**config.mk**
```make
export PLATFORM = sky130hd
export DESIGN_NAME = eoi_trk
export DESIGN_NICKNAME = d
export VERILOG_FILES = /design/src/rtl/eoi_trk_pkg.sv /design/src/rtl/eoi_trk_arb.sv /design/src/rtl/eoi_trk_map.sv /design/src/rtl/eoi_trk_cnt.sv /design/src/rtl/eoi_trk.sv
export SDC_FILE = /design/constraint.sdc
export NUM_CORES = 1
export LEC_CHECK = 0
export BUFFER_PORTS_ARGS = -buffer_cell sky130_fd_sc_hd__buf_2
export CAP_MARGIN = 20
export CORE_UTILIZATION = 50
export CTS_BUF_LIST = sky130_fd_sc_hd__clkbuf_8
export CTS_CLUSTER_SIZE = 16
export DETAILED_ROUTE_END_ITERATION = 8
export PLACE_DENSITY = 0.78
export SLEW_MARGIN = 20
export SYNTH_ARGS = -nofsm -noshare
export SYNTH_HDL_FRONTEND = slang
export SYNTH_SLANG_ARGS = --single-unit
```
**constraint.sdc**
```tcl
create_clock -name clk -period 2.45 [get_ports clk]
set_input_delay 0 -clock clk [delete_from_list [all_inputs] [get_ports clk]]
set_output_delay 0 -clock clk [all_outputs]
set_load 0.005 [all_outputs]
```
**src/rtl/eoi_trk_pkg.sv**
```systemverilog
// Shared types for the acknowledgement tracker.
// Assumes: at most one operation acts per cycle, picked by eoi_trk_arb.
package eoi_trk_pkg;
    typedef enum logic [2:0] {
        OP_IDLE,
        OP_CLEAR,
        OP_LOAD,
        OP_ACK,
        OP_SYNC
    } trk_op_e;
endpackage

```
**src/rtl/eoi_trk_arb.sv**
```systemverilog
// Fixed-priority selector for the tracker operation of this cycle.
// Assumes: requests are single-cycle strobes; losers are dropped, not queued.
module eoi_trk_arb
    import eoi_trk_pkg::*;
(
    input  logic    clear_i,
    input  logic    dlv_i,
    input  logic    eoi_i,
    input  logic    sync_i,
    output trk_op_e op_o
);
    // Pick one operation: clear > delivery > acknowledgement > restore.
    always_comb begin
        if (clear_i)      op_o = OP_CLEAR;
        else if (dlv_i)   op_o = OP_LOAD;
        else if (eoi_i)   op_o = OP_ACK;
        else if (sync_i)  op_o = OP_SYNC;
        else              op_o = OP_IDLE;
    end
endmodule

```
**src/rtl/eoi_trk_map.sv**
```systemverilog
// Bitmap of destinations that still owe an acknowledgement.
// Assumes: load_ok_i is computed from the count so that a busy load is refused.
// Reports increment/decrement strobes so the counter stays in step with the bits.
module eoi_trk_map
    import eoi_trk_pkg::*;
#(
    parameter int NUM_DEST = 8,
    parameter int DEST_W   = (NUM_DEST > 1) ? $clog2(NUM_DEST) : 1
) (
    input  logic                clk,
    input  logic                rst_n,
    input  trk_op_e             op_i,
    input  logic                load_ok_i,
    input  logic [NUM_DEST-1:0] accept_i,
    input  logic [DEST_W-1:0]   ack_dest_i,
    input  logic [DEST_W-1:0]   sync_dest_i,
    input  logic                sync_tgt_i,
    input  logic                sync_pend_i,
    output logic [NUM_DEST-1:0] map_o,
    output logic                inc_o,
    output logic                dec_o
);
    logic [NUM_DEST-1:0] ack_sel;
    logic [NUM_DEST-1:0] sync_sel;

    for (genvar i = 0; i < NUM_DEST; i++) begin : g_bit
        // Decode which bit the acknowledgement or restore addresses.
        always_comb begin
            ack_sel[i]  = (op_i == OP_ACK) && (ack_dest_i == DEST_W'(i));
            sync_sel[i] = (op_i == OP_SYNC) && sync_tgt_i && (sync_dest_i == DEST_W'(i));
        end

        // Hold one destination's pending flag.
        always_ff @(posedge clk) begin
            if (!rst_n)                         map_o[i] <= 1'b0;
            else if (op_i == OP_CLEAR)          map_o[i] <= 1'b0;
            else if (op_i == OP_LOAD && load_ok_i) map_o[i] <= accept_i[i];
            else if (ack_sel[i])                map_o[i] <= 1'b0;
            else if (sync_sel[i])               map_o[i] <= sync_pend_i;
        end
    end

    // Tell the counter when a single bit actually flips.
    always_comb begin
        inc_o = (|(sync_sel & ~map_o)) && sync_pend_i;
        dec_o = (|(ack_sel & map_o)) || ((|(sync_sel & map_o)) && !sync_pend_i);
    end
endmodule

```
**src/rtl/eoi_trk_cnt.sv**
```systemverilog
// Counter of outstanding acknowledgements.
// Assumes: inc and dec are never both high (they come from one operation).
// A decrement at zero saturates and is reported on uflow_o.
module eoi_trk_cnt
    import eoi_trk_pkg::*;
#(
    parameter int NUM_DEST = 8,
    parameter int CNT_W    = $clog2(NUM_DEST + 1)
) (
    input  logic                clk,
    input  logic                rst_n,
    input  trk_op_e             op_i,
    input  logic                load_ok_i,
    input  logic [NUM_DEST-1:0] accept_i,
    input  logic                inc_i,
    input  logic                dec_i,
    output logic [CNT_W-1:0]    cnt_o,
    output logic                uflow_o
);
    logic [CNT_W-1:0] pop;

    // Count the destinations that accepted a delivery.
    always_comb begin
        pop = '0;
        for (int i = 0; i < NUM_DEST; i++) pop = pop + CNT_W'(accept_i[i]);
    end

    // Flag a decrement that would go below zero.
    always_comb uflow_o = dec_i && (cnt_o == '0);

    // Update the outstanding count.
    always_ff @(posedge clk) begin
        if (!rst_n)                            cnt_o <= '0;
        else if (op_i == OP_CLEAR)             cnt_o <= '0;
        else if (op_i == OP_LOAD && load_ok_i) cnt_o <= pop;
        else if (inc_i)                        cnt_o <= cnt_o + CNT_W'(1);
        else if (dec_i && !uflow_o)            cnt_o <= cnt_o - CNT_W'(1);
    end
endmodule

```
**src/rtl/eoi_trk.sv**
```systemverilog
// Top of the acknowledgement tracker for one edge-triggered line.
// Assumes: one operation per cycle (priority in eoi_trk_arb); destination
// indices at or above NUM_DEST match no bit and are therefore ignored.
module eoi_trk
    import eoi_trk_pkg::*;
#(
    parameter int NUM_DEST = 8,
    localparam int DEST_W  = (NUM_DEST > 1) ? $clog2(NUM_DEST) : 1,
    localparam int CNT_W   = $clog2(NUM_DEST + 1)
) (
    input  logic                clk,
    input  logic                rst_n,
    input  logic                clear_i,
    input  logic                dlv_valid_i,
    input  logic [NUM_DEST-1:0] dlv_accept_i,
    input  logic                eoi_valid_i,
    input  logic [DEST_W-1:0]   eoi_dest_i,
    input  logic                rst_valid_i,
    input  logic [DEST_W-1:0]   rst_dest_i,
    input  logic                rst_tgt_i,
    input  logic                rst_pend_i,
    input  logic                query_i,
    output logic                coalesced_o,
    output logic [CNT_W-1:0]    pend_cnt_o,
    output logic                err_o
);
    trk_op_e             op;
    logic                load_ok;
    logic                inc;
    logic                dec;
    logic                uflow;
    logic [NUM_DEST-1:0] pend_map;

    eoi_trk_arb u_arb (
        .clear_i (clear_i),
        .dlv_i   (dlv_valid_i),
        .eoi_i   (eoi_valid_i),
        .sync_i  (rst_valid_i),
        .op_o    (op)
    );

    eoi_trk_map #(.NUM_DEST(NUM_DEST), .DEST_W(DEST_W)) u_map (
        .clk         (clk),
        .rst_n       (rst_n),
        .op_i        (op),
        .load_ok_i   (load_ok),
        .accept_i    (dlv_accept_i),
        .ack_dest_i  (eoi_dest_i),
        .sync_dest_i (rst_dest_i),
        .sync_tgt_i  (rst_tgt_i),
        .sync_pend_i (rst_pend_i),
        .map_o       (pend_map),
        .inc_o       (inc),
        .dec_o       (dec)
    );

    eoi_trk_cnt #(.NUM_DEST(NUM_DEST), .CNT_W(CNT_W)) u_cnt (
        .clk       (clk),
        .rst_n     (rst_n),
        .op_i      (op),
        .load_ok_i (load_ok),
        .accept_i  (dlv_accept_i),
        .inc_i     (inc),
        .dec_i     (dec),
        .cnt_o     (pend_cnt_o),
        .uflow_o   (uflow)
    );

    // A delivery may only be recorded while nothing is owed.
    always_comb load_ok = (pend_cnt_o == '0);

    // Answer the coalesce query from the current count.
    always_comb coalesced_o = query_i && (pend_cnt_o != '0);

    // Register the error pulse for a busy delivery or an underflow.
    always_ff @(posedge clk) begin
        if (!rst_n) err_o <= 1'b0;
        else        err_o <= ((op == OP_LOAD) && !load_ok) || uflow;
    end
endmodule

```
==> metrics.cfg, run 1 <==
[routing]
via_count=1265
dr.pass1.iters=7
routed_via_density=6.05
ant_nets=0
drt-initial-drc-count=47
drc_errors=0
finalWirelength_um=3230
wire_per_inst_um=15.4

[clock_tree]
cts_inserted_buffers=3
cts_sinks=13
clock_latency_ps=250
cts_tree=built
clk_path_buf_depth=2
cts_htree_levels=1
clk_pin_slew_ps=60
cts_root_buf=clkbuf_8

[pwr]
pwr-share-clk=0.296
p_leak_nw=0.702
switching_share=0.312
peakVddDrop_uv=466
power_uw=642
power_density_nw_per_um2=396
switching_power_uw=201
internal_power_uw=441
pwr-share-seq=0.356
p_comb_frac=0.348

[finish]
area_growth_syn_to_layout_pct=31.6
post-route-util=0.712
fill_cells=159
final_layout_size_suffix_gt1_frac=0.381
final_cells=209
nNetsFinal=215
num_antenna_cells=0

[global_routing]
grt_overflow=0
grt_use_total=0.262
antenna_found_initial=0
grt_pass1_vias=1125
grt_max_degree=14
grt_pass1_wl_um=5080

[worst_setup_path]
crit_chain=buf_8 -> ha_4 -> inv_2 -> fa_1 -> fa_1 -> inv_1 -> fa_2 -> inv_2 -> fa_1 -> nand2b_4 -> a31oi_4 -> o311a_1
cp_max_fo=2
critPathCaptureType=register
critical_path.most_common_cell=fa_1
critPathLaunchType=input port
slowest_delay_ps=480
path_class=input port to register
arrival_ps=2680
critical_path.slowest_cell=fa_1
required_ps=2640

[outcome]
violations=negative hold slack, negative setup slack
status=complete, but fails checks

[die]
die_w_um=51.6
die-area_um2=2660
design.core.area_um2=2280
chipHeight_um=51.6
rows=17
ioPinCount=29
start_util=0.541

[placed_design]
hpwlAfterDp_um=2400
pre_cts_ws_ps=-359
globalplace.congestion=0.960
placed_cells=203
port_buffers=28

[job]
cap_viol_max_count=0

[sta]
hold_viol=1
slew_headroom=0.656
drv_slew=0
setup_viol=1
tightest_slew_ps=516
fin_crit_sh=1.02
fin_worst_skew_ps=4.21
timing.hold.ws_ps=-3.85
period_needed_ps=2490
clock.fmax_mhz=402
setup_slack_ps=-38.6
rsz0062_at_grt=true

[logic_synthesis]
syn_area_um2=1230
ys_ff_latch=13
yosysWarnings=0
syn_nets=177
yosysMostFrequentCell=nand2_1
yosys-top-cells-count=17 x nand2_1, 13 x dfxtp_1, 13 x inv_1, 11 x a21oi_1
yosysSeqAreaShare=0.211
synthFlopType=dfxtp_1
syn_avg_cell_area_um2=8.55
synthArstFlopShare=0
synth_area_leaders=dfxtp_1 21%, fa_1 8.1%, nand2_1 5.2%
netlist_instances=144
ys_types=45
synth_top_area_cell=dfxtp_1
synth-edff-count=0
synth_top_area_share=0.211

[min_path]
hold_path_class=input port to register

-- cell families after synthesis --
family                   after synthesis  synth area share
AND/OR/NAND/NOR                       47             0.216
AO/OA/AOI/OAI                         36             0.215
buffers and inverters                 21            0.0701
multiplexers                          15             0.140
flip-flops                            13             0.211
adder cells (fa/ha/maj)               10             0.132
XOR/XNOR                               2            0.0142
-- layout make-up --
cell class | count | area (um2) | area share
clock inverter | 1 | 3.75 | 0.00232
multi-input combinational | 110 | 955 | 0.589
clock buffer | 3 | 41.3 | 0.0255
timing repair buffer | 41 | 267 | 0.164
tap | 28 | 35.0 | 0.0216
inverter | 13 | 48.8 | 0.0301
sequential | 13 | 270 | 0.167
-- path summary, 6_finish.rpt --
path | from | to | slack [ps] | cells past startpoint
worst min-delay path | dlv_accept_i[0] | u_map.map_o[0]$_SDFFE_PP0P_ | -4 | 3
worst max-delay path | dlv_accept_i[0] | u_cnt.cnt_o[1]$_SDFFE_PP0P_ | -40 | 12
worst max register to register | u_map.map_o[4]$_SDFFE_PP0P_ | u_cnt.cnt_o[3]$_SDFFE_PP0P_ | 20 | 10
worst min register to register | u_cnt.cnt_o[3]$_SDFFE_PP0P_ | u_cnt.cnt_o[3]$_SDFFE_PP0P_ | 590 | 1
-- per-stage QoR --
stage	TNS, ps	area (um2)
final	-38.6	1620
after detailed placement	-716	1470
after floorplan	-129	1250
after global placement	-586	1470
after CTS	-65.8	1620
after global routing	-167	1620
-- flip-flops by register name, summed over array words and instances, names as in the netlist --
register and cells:
u_cnt.cnt_o 4, u_map.map_o 8, err_o 1
-- power groups by stage --
stage          clock (mW)  combinational, mW  sequential, mW
2_1_floorplan           0              0.129           0.230
3_3_place_gp            0              0.191           0.231
3_5_place_dp            0              0.198           0.231
4_1_cts             0.190              0.219           0.228
5_1_grt             0.200              0.247           0.229
6_report            0.190              0.223           0.229
-- layout by cell type (no fill, tap or decap), types with 3 or more instances in the layout --
master     n
a21o_1     3
a21oi_1   11
buf_2     26
buf_4      9
buf_6      3
clkbuf_8   3
dfxtp_1    5
dfxtp_2    8
fa_1       4
ha_4       3
inv_1     12
mux2_1     3
mux2_2     5
mux2i_1    6
nand2_1   17
nand2b_1   4
nand3_1    3
nand4b_1   3
nor2_1     3
nor3_1     3
o211ai_1   6
-- routing by layer --
layer	wire, um	vias to the layer above	track usage	part of all wire
li1	-	612	-	-
met1	1410	586	0.346	0.44
met2	1530	59	0.446	0.47
met3	193	8	0.0205	0.060
met4	95	0	0.0946	0.029
met5	0	-	0	0
-- worst max-delay path: cells and delay by family --
family,cells,cell delay [ps]
adder cells (fa/ha/maj),5,1920
AND/OR/NAND/NOR,1,160
AO/OA/AOI/OAI,2,340
buffers and inverters,4,250
-- timing repair --
item | 4_1_cts | 5_1_grt
hold buffers | 2 | 0
gates resized for setup | 16 | 3
hold endpoints to repair | 2 | 0
endpoints found under the setup margin | 2 | 2
buffers inserted | 1 | 0
pin swaps | 11 | 7
Note: power is estimated with default switching activity, not from simulation.
==> run 2, diff against run 1 <==
--- a/config.mk
+++ b/config.mk
@@ -7,11 +7,11 @@
 export LEC_CHECK = 0
 export BUFFER_PORTS_ARGS = -buffer_cell sky130_fd_sc_hd__buf_2
 export CAP_MARGIN = 20
-export CORE_UTILIZATION = 50
+export CORE_UTILIZATION = 55
 export CTS_BUF_LIST = sky130_fd_sc_hd__clkbuf_8
 export CTS_CLUSTER_SIZE = 16
 export DETAILED_ROUTE_END_ITERATION = 8
-export PLACE_DENSITY = 0.78
+export PLACE_DENSITY = 0.81
 export SLEW_MARGIN = 20
 export SYNTH_ARGS = -nofsm -noshare
 export SYNTH_HDL_FRONTEND = slang
==> constraint.sdc (replaced) <==
create_clock -name clk -period 2.5 [get_ports clk]
set_input_delay 0 -clock clk [delete_from_list [all_inputs] [get_ports clk]]
set_output_delay 0 -clock clk [all_outputs]
set_load 0.005 [all_outputs]
==> run 2 against run 1 <==
Total power decreased by 3.0%. Cell area shrank 1.0%. Non-clock buffer count up 2. Routed wire length up 2.0%. First-iteration DRC count shrank 21%. The run ends with negative setup slack left. Utilization up 7.4 points. Register-to-register slack improved by 30 ps. Sequential share of layout area up 0.091 points. Flip-flop and latch count stayed put.
==> metrics.cfg, run 2 (same netlist as run 1, synthesis figures left out) <==
[min_path]
hold_path_class=input port to register
hold_end=u_map.map_o[2]$_SDFFE_PP0P_
hold_depth=3  ; unchanged
hp-start=dlv_accept_i[2]

[worst_setup_path]
required_ps=2690  ; +50 ps
reg2reg_slack_ps=50  ; +30 ps
path_class=input port to register
worst_r2r_path_depth=10  ; unchanged
cp_max_fo=2  ; unchanged
arrival_ps=2740  ; +60 ps
worstReg2RegEnd=u_cnt.cnt_o[3]$_SDFFE_PP0P_
regToRegStartpoint=u_map.map_o[5]$_SDFFE_PP0P_
critPathCaptureType=register
critPathLaunchType=input port

[finish]
reg.largest.list=u_map.map_o: 8 flops, u_cnt.cnt_o: 4 flops, err_o: 1 flops
regMostFlops=u_map.map_o
final_layout_size_suffix_gt1_frac=0.377  ; -0.00417
final_cells=210  ; +0.48%
num_antenna_cells=0  ; unchanged
area_growth_syn_to_layout_pct=30.3
nNetsFinal=217  ; +0.93%
largest_reg_flops=8  ; unchanged
final_cell_mix=26 x buf_2, 17 x nand2_1, 13 x buf_4
final_common_cell=buf_2
post-route-util=0.786  ; +0.0736
design_area_um2=1600  ; -1.0%

[sta]
timing.hold.ws_ps=12.8  ; +16.7 ps
period_needed_ps=2560
fin_setup_tns_ps=-55.9  ; -17.3 ps
tightest_slew_ps=512  ; -4.85 ps
slew_headroom=0.659  ; +0.00323
setup_viol=1  ; unchanged
fin_worst_skew_ps=14.3  ; +10.1 ps
clock.fmax_mhz=391
hold_viol=0  ; -1
setup_slack_ps=-55.9  ; -17.3 ps
fin_crit_sh=1.02
drv_slew=0  ; unchanged
rsz0062_at_grt=true

[routing]
drt-initial-drc-count=37  ; -21%
finalWirelength_um=3290  ; +2.0%
dr.pass1.iters=4  ; -3
wire_per_inst_um=15.7  ; +1.5%
ant_nets=0  ; unchanged
via_count=1292  ; +2.1%
routed_via_density=6.15  ; +1.6%
drc_errors=0  ; unchanged

[placed_design]
dpl_cell_area_um2=1460  ; -1.1%
pre_cts_ws_ps=-307  ; +51.8 ps
port_buffers=28  ; unchanged
globalplace.congestion=0.871  ; -9.3%
hpwlAfterDp_um=2370  ; -1.2%
placed_cells=200  ; -1.5%

[die]
design.core.area_um2=2040  ; -10%
die_w_um=49.3  ; -4.5%
rows=16  ; -1
start_util=0.603  ; +0.0620
chipHeight_um=49.3  ; -4.5%
ioPinCount=29  ; unchanged
die-area_um2=2430  ; -8.7%

[global_routing]
grt_max_degree=14  ; unchanged
antenna_found_initial=0  ; unchanged
grt_use_total=0.293  ; +0.0304
grt_pass1_vias=1184  ; +5.2%
grt_pass1_wl_um=5400  ; +6.2%
grt_overflow=0  ; unchanged

[pwr]
power_uw=623  ; -3.0%
peakVddDrop_uv=371  ; -20%
p_leak_nw=0.708  ; +0.95%
power_density_nw_per_um2=388  ; -2.0%

[clock_tree]
clk_path_buf_depth=2  ; unchanged
cts_inserted_buffers=3  ; unchanged
clock_latency_ps=250  ; about the same
cts_htree_levels=1  ; unchanged
cts_root_buf=clkbuf_8
cts_tree=built
clk_pin_slew_ps=60  ; about the same
cts_sinks=13  ; unchanged

[job]
cap_viol_max_count=0  ; unchanged

[outcome]
violations=negative setup slack
status=complete, but fails checks

==> run 2: area by class of cell <==
cell class              count  area [um2]
clock buffers               3        41.3
clock inverters             1        3.75
fillers                   154         438
inverters                  13        48.8
multi-input cells         110         933
flip-flops and latches     13         269
well taps                  27        33.8
repair buffers             43         274
==> run 2: repair_timing <==
action	CTS	global route
setup endpoints to repair	2	2
endpoints found under the hold margin	2	0
setup buffers	4	0
gates resized for setup	11	3
hold buffers	2	0
pin swaps	11	3
==> run 2: critical path, stage by stage <==
cell	delay, ps
buf_6	100
ha_4	250
inv_2	30
fa_1	440
fa_1	490
inv_1	50
fa_2	340
inv_2	60
fa_1	400
nand2b_4	150
a31oi_1	210
o311a_1	220
==> run 2: worst max-delay path by stage <==
stage	cells past startpoint	slack [ps]	end	startpoint
final	12	-60	u_cnt.cnt_o[1]$_SDFFE_PP0P_	dlv_accept_i[0]
after global routing	12	-190	u_cnt.cnt_o[1]$_SDFFE_PP0P_	dlv_accept_i[0]
after CTS	12	0.8	u_cnt.cnt_o[1]$_SDFFE_PP0P_	dlv_accept_i[0]
after detailed placement	12	-310	u_cnt.cnt_o[1]$_SDFFE_PP0P_	dlv_accept_i[1]
after global placement	12	-240	u_cnt.cnt_o[1]$_SDFFE_PP0P_	dlv_accept_i[1]
after floorplan	11	-50	u_cnt.cnt_o[1]$_SDFFE_PP0P_	dlv_accept_i[1]
==> run 2: layer usage <==
layer / global-route usage / vias to the layer above / share of wire
li1: - / 613 / -
met3: 0.0312 / 8 / 0.053
met1: 0.383 / 614 / 0.44
met2: 0.495 / 57 / 0.50
met4: 0.0980 / 0 / 0.013
met5: 0 / - / 0
==> run 2: power by group <==
| group | total (mW) | internal, mW | switching [mW] | leakage [nW] |
|---|---|---|---|---|
| registers | 0.224 | 0.215 | 0.00814 | 0.109 |
| clock network | 0.183 | 0.108 | 0.0754 | 0.0269 |
| logic | 0.216 | 0.105 | 0.110 | 0.573 |
| total | 0.623 | 0.429 | 0.194 | 0.708 |
==> run 3, diff against run 2 <==
==> constraint.sdc (replaced) <==
create_clock -name clk -period 2.5 [get_ports clk]
set_input_delay 0.5 -clock clk [delete_from_list [all_inputs] [get_ports clk]]
set_output_delay 0.5 -clock clk [all_outputs]
set_load 0.005 [all_outputs]
==> run 3 against run 2 <==
Sequential power about the same. Die area is the same. Final cell count is 3.3% higher. The run still ends with negative setup slack left. Largest cell class unchanged.
==> metrics.cfg, run 3 (same netlist as run 1, synthesis figures left out) <==
[outcome]
status=complete, but fails checks
violations=negative setup slack

[placed_design]
hpwlAfterDp_um=2500  ; +5.7%
dpl_cell_area_um2=1560  ; +6.7%
globalplace.congestion=0.884  ; +1.5%
port_buffers=28  ; unchanged

[sta]
tightest_slew_ps=528  ; +15.9 ps
fin_setup_tns_ps=-1230  ; -1170 ps
drv_slew=0  ; unchanged
setup_slack_ps=-503  ; -447 ps
fin_worst_skew_ps=8.40  ; -5.93 ps
period_needed_ps=3000  ; +447 ps
fin_crit_sh=1.20  ; +0.179
setup_viol=3  ; +2
clock.fmax_mhz=333  ; -15%
hold_viol=0  ; unchanged
slew_headroom=0.648  ; -0.0106
timing.hold.ws_ps=470  ; +457 ps
rsz0062_at_grt=true

[clock_tree]
cts_root_buf=clkbuf_8
post_cts_buffers=0  ; -4
clock_latency_ps=250  ; about the same
holdBufCountCts=0  ; -2
cts_tree=built
cts_inserted_buffers=3  ; unchanged
clk_path_buf_depth=2  ; unchanged
cts_sinks=13  ; unchanged
cts_htree_levels=1  ; unchanged
clk_pin_slew_ps=60  ; about the same

[finish]
final_layout_size_suffix_gt1_frac=0.379  ; +0.00190
num_antenna_cells=0  ; unchanged
largest_reg_flops=8  ; unchanged
nNetsFinal=224  ; +3.2%
area_growth_syn_to_layout_pct=34.0
fill_cells=135  ; -12%
final_cell_mix=26 x buf_2, 22 x buf_4, 17 x nand2_1
reg.largest.list=u_map.map_o: 8 flops, u_cnt.cnt_o: 4 flops, err_o: 1 flops
design_area_um2=1650  ; +2.9%
final_common_cell=buf_2
regMostFlops=u_map.map_o

[worst_setup_path]
required_ps=2690  ; about the same
arrival_ps=3190  ; +450 ps
critical_path.slowest_cell=fa_1
critical_path.most_common_cell=fa_1
cp_top_family=adder cells
cp_num_buf_inv=4  ; unchanged
slowest_delay_ps=510  ; +20 ps
critPathLaunchType=input port
crit_chain=buf_8 -> ha_4 -> inv_2 -> fa_1 -> fa_1 -> inv_1 -> fa_2 -> inv_2 -> fa_1 -> nand2b_4 -> a31oi_4 -> o311a_1
path_class=input port to register
cp_max_fo=2  ; unchanged
critPathCaptureType=register

[die]
chipHeight_um=49.3  ; unchanged
rows=16  ; unchanged
start_util=0.603  ; unchanged
design.core.area_um2=2040  ; unchanged
ioPinCount=29  ; unchanged
die-area_um2=2430  ; unchanged
die_w_um=49.3  ; unchanged

[routing]
dr.pass1.iters=4  ; unchanged
drt-initial-drc-count=66  ; +78%
via_count=1303  ; +0.85%
routed_via_density=6.00  ; -2.4%
finalWirelength_um=3350  ; +1.8%
drc_errors=0  ; unchanged
wire_per_inst_um=15.4  ; -1.5%
ant_nets=0  ; unchanged

[global_routing]
antenna_found_initial=0  ; unchanged
grt_overflow=0  ; unchanged
grt_max_degree=14  ; unchanged
grt_pass1_wl_um=5640  ; +4.6%
grt_pass1_vias=1266  ; +6.9%
grt_use_total=0.304  ; +0.0112

[pwr]
peakVddDrop_uv=416  ; +12%
internal_power_uw=439  ; +2.4%
power_density_nw_per_um2=388  ; about the same
power_uw=641  ; +2.9%
switching_power_uw=202  ; +4.0%
p_leak_nw=0.743  ; +4.8%
p_comb_frac=0.361  ; +0.015
pwr-share-clk=0.291  ; -0.004
switching_share=0.315  ; +0.00328
pwr-share-seq=0.348  ; -0.011

[job]
cap_viol_max_count=0  ; unchanged

[min_path]
hold_path_class=input port to register

run 3: cell types whose count changed in the layout (fill, tap and decap cells not counted), moves of 2 or more:
cell | previous run | this run
dfxtp_1 | 6 | 13
buf_4 | 13 | 22
dlygate4sd3_1 | 2 | 0
dfxtp_2 | 7 | 0
run 3: area by class of cell:
| cell class | instances | area, um2 | area share |
|---|---|---|---|
| Clock buffer | 3 | 41.3 | 0.0250 |
| Clock inverter | 1 | 3.75 | 0.00227 |
| Inverter | 13 | 48.8 | 0.0296 |
| Multi-Input combinational cell | 110 | 941 | 0.570 |
| Sequential cell | 13 | 260 | 0.158 |
| Tap cell | 27 | 33.8 | 0.0205 |
| Timing Repair Buffer | 50 | 322 | 0.195 |
run 3: power by group through the flow:
stage	sequential (mW)	clock, mW	combinational [mW]
2_1_floorplan	0.226	0	0.127
3_3_place_gp	0.226	0	0.198
3_5_place_dp	0.226	0	0.206
4_1_cts	0.222	0.186	0.217
5_1_grt	0.223	0.193	0.258
6_report	0.223	0.186	0.232
run 3: per-layer routing:
| layer | track usage | wire length (um) | vias up |
|---|---|---|---|
| met5 | 0 | 0 | - |
| met4 | 0.123 | 72 | 0 |
| met3 | 0.0374 | 185 | 9 |
| met2 | 0.511 | 1620 | 65 |
| met1 | 0.389 | 1470 | 595 |
| li1 | - | - | 634 |
run 3: metrics by stage:
step	worst slack, ps	instances	util
3_3_place_gp	-735	213	0.762
5_1_grt	-568	217	0.808
6_report	-503	217	0.808
2_1_floorplan	-549	144	-
3_5_place_dp	-782	213	0.762
4_1_cts	-464	217	0.797
run 3: repair_timing:
item                                    4_1_cts  5_1_grt
endpoints found under the setup margin        4        4
pin swaps                                    10        4
gates resized for setup                       5        3
run 3: worst paths after layout:
check / slack, ps / cells past startpoint / start / to
max: -500 / 12 / dlv_accept_i[0] / u_cnt.cnt_o[1]$_SDFFE_PP0P_
max reg2reg: -150 / 10 / u_map.map_o[4]$_SDFFE_PP0P_ / u_cnt.cnt_o[3]$_SDFFE_PP0P_
min: 470 / 3 / rst_n / err_o$_SDFF_PN0_
min reg2reg: 640 / 1 / u_cnt.cnt_o[3]$_SDFFE_PP0P_ / u_cnt.cnt_o[3]$_SDFFE_PP0P_
run 3: worst register-to-register path, stage by stage (launching register included):
cell and delay [ps]:
dfxtp_1 380, mux2i_1 100, mux4_2 510, nand3_4 120, ha_1 240, a21o_1 190, a21o_1 190, nand2_1 90
nor2_2 40, or4_1 490, a311oi_2 220
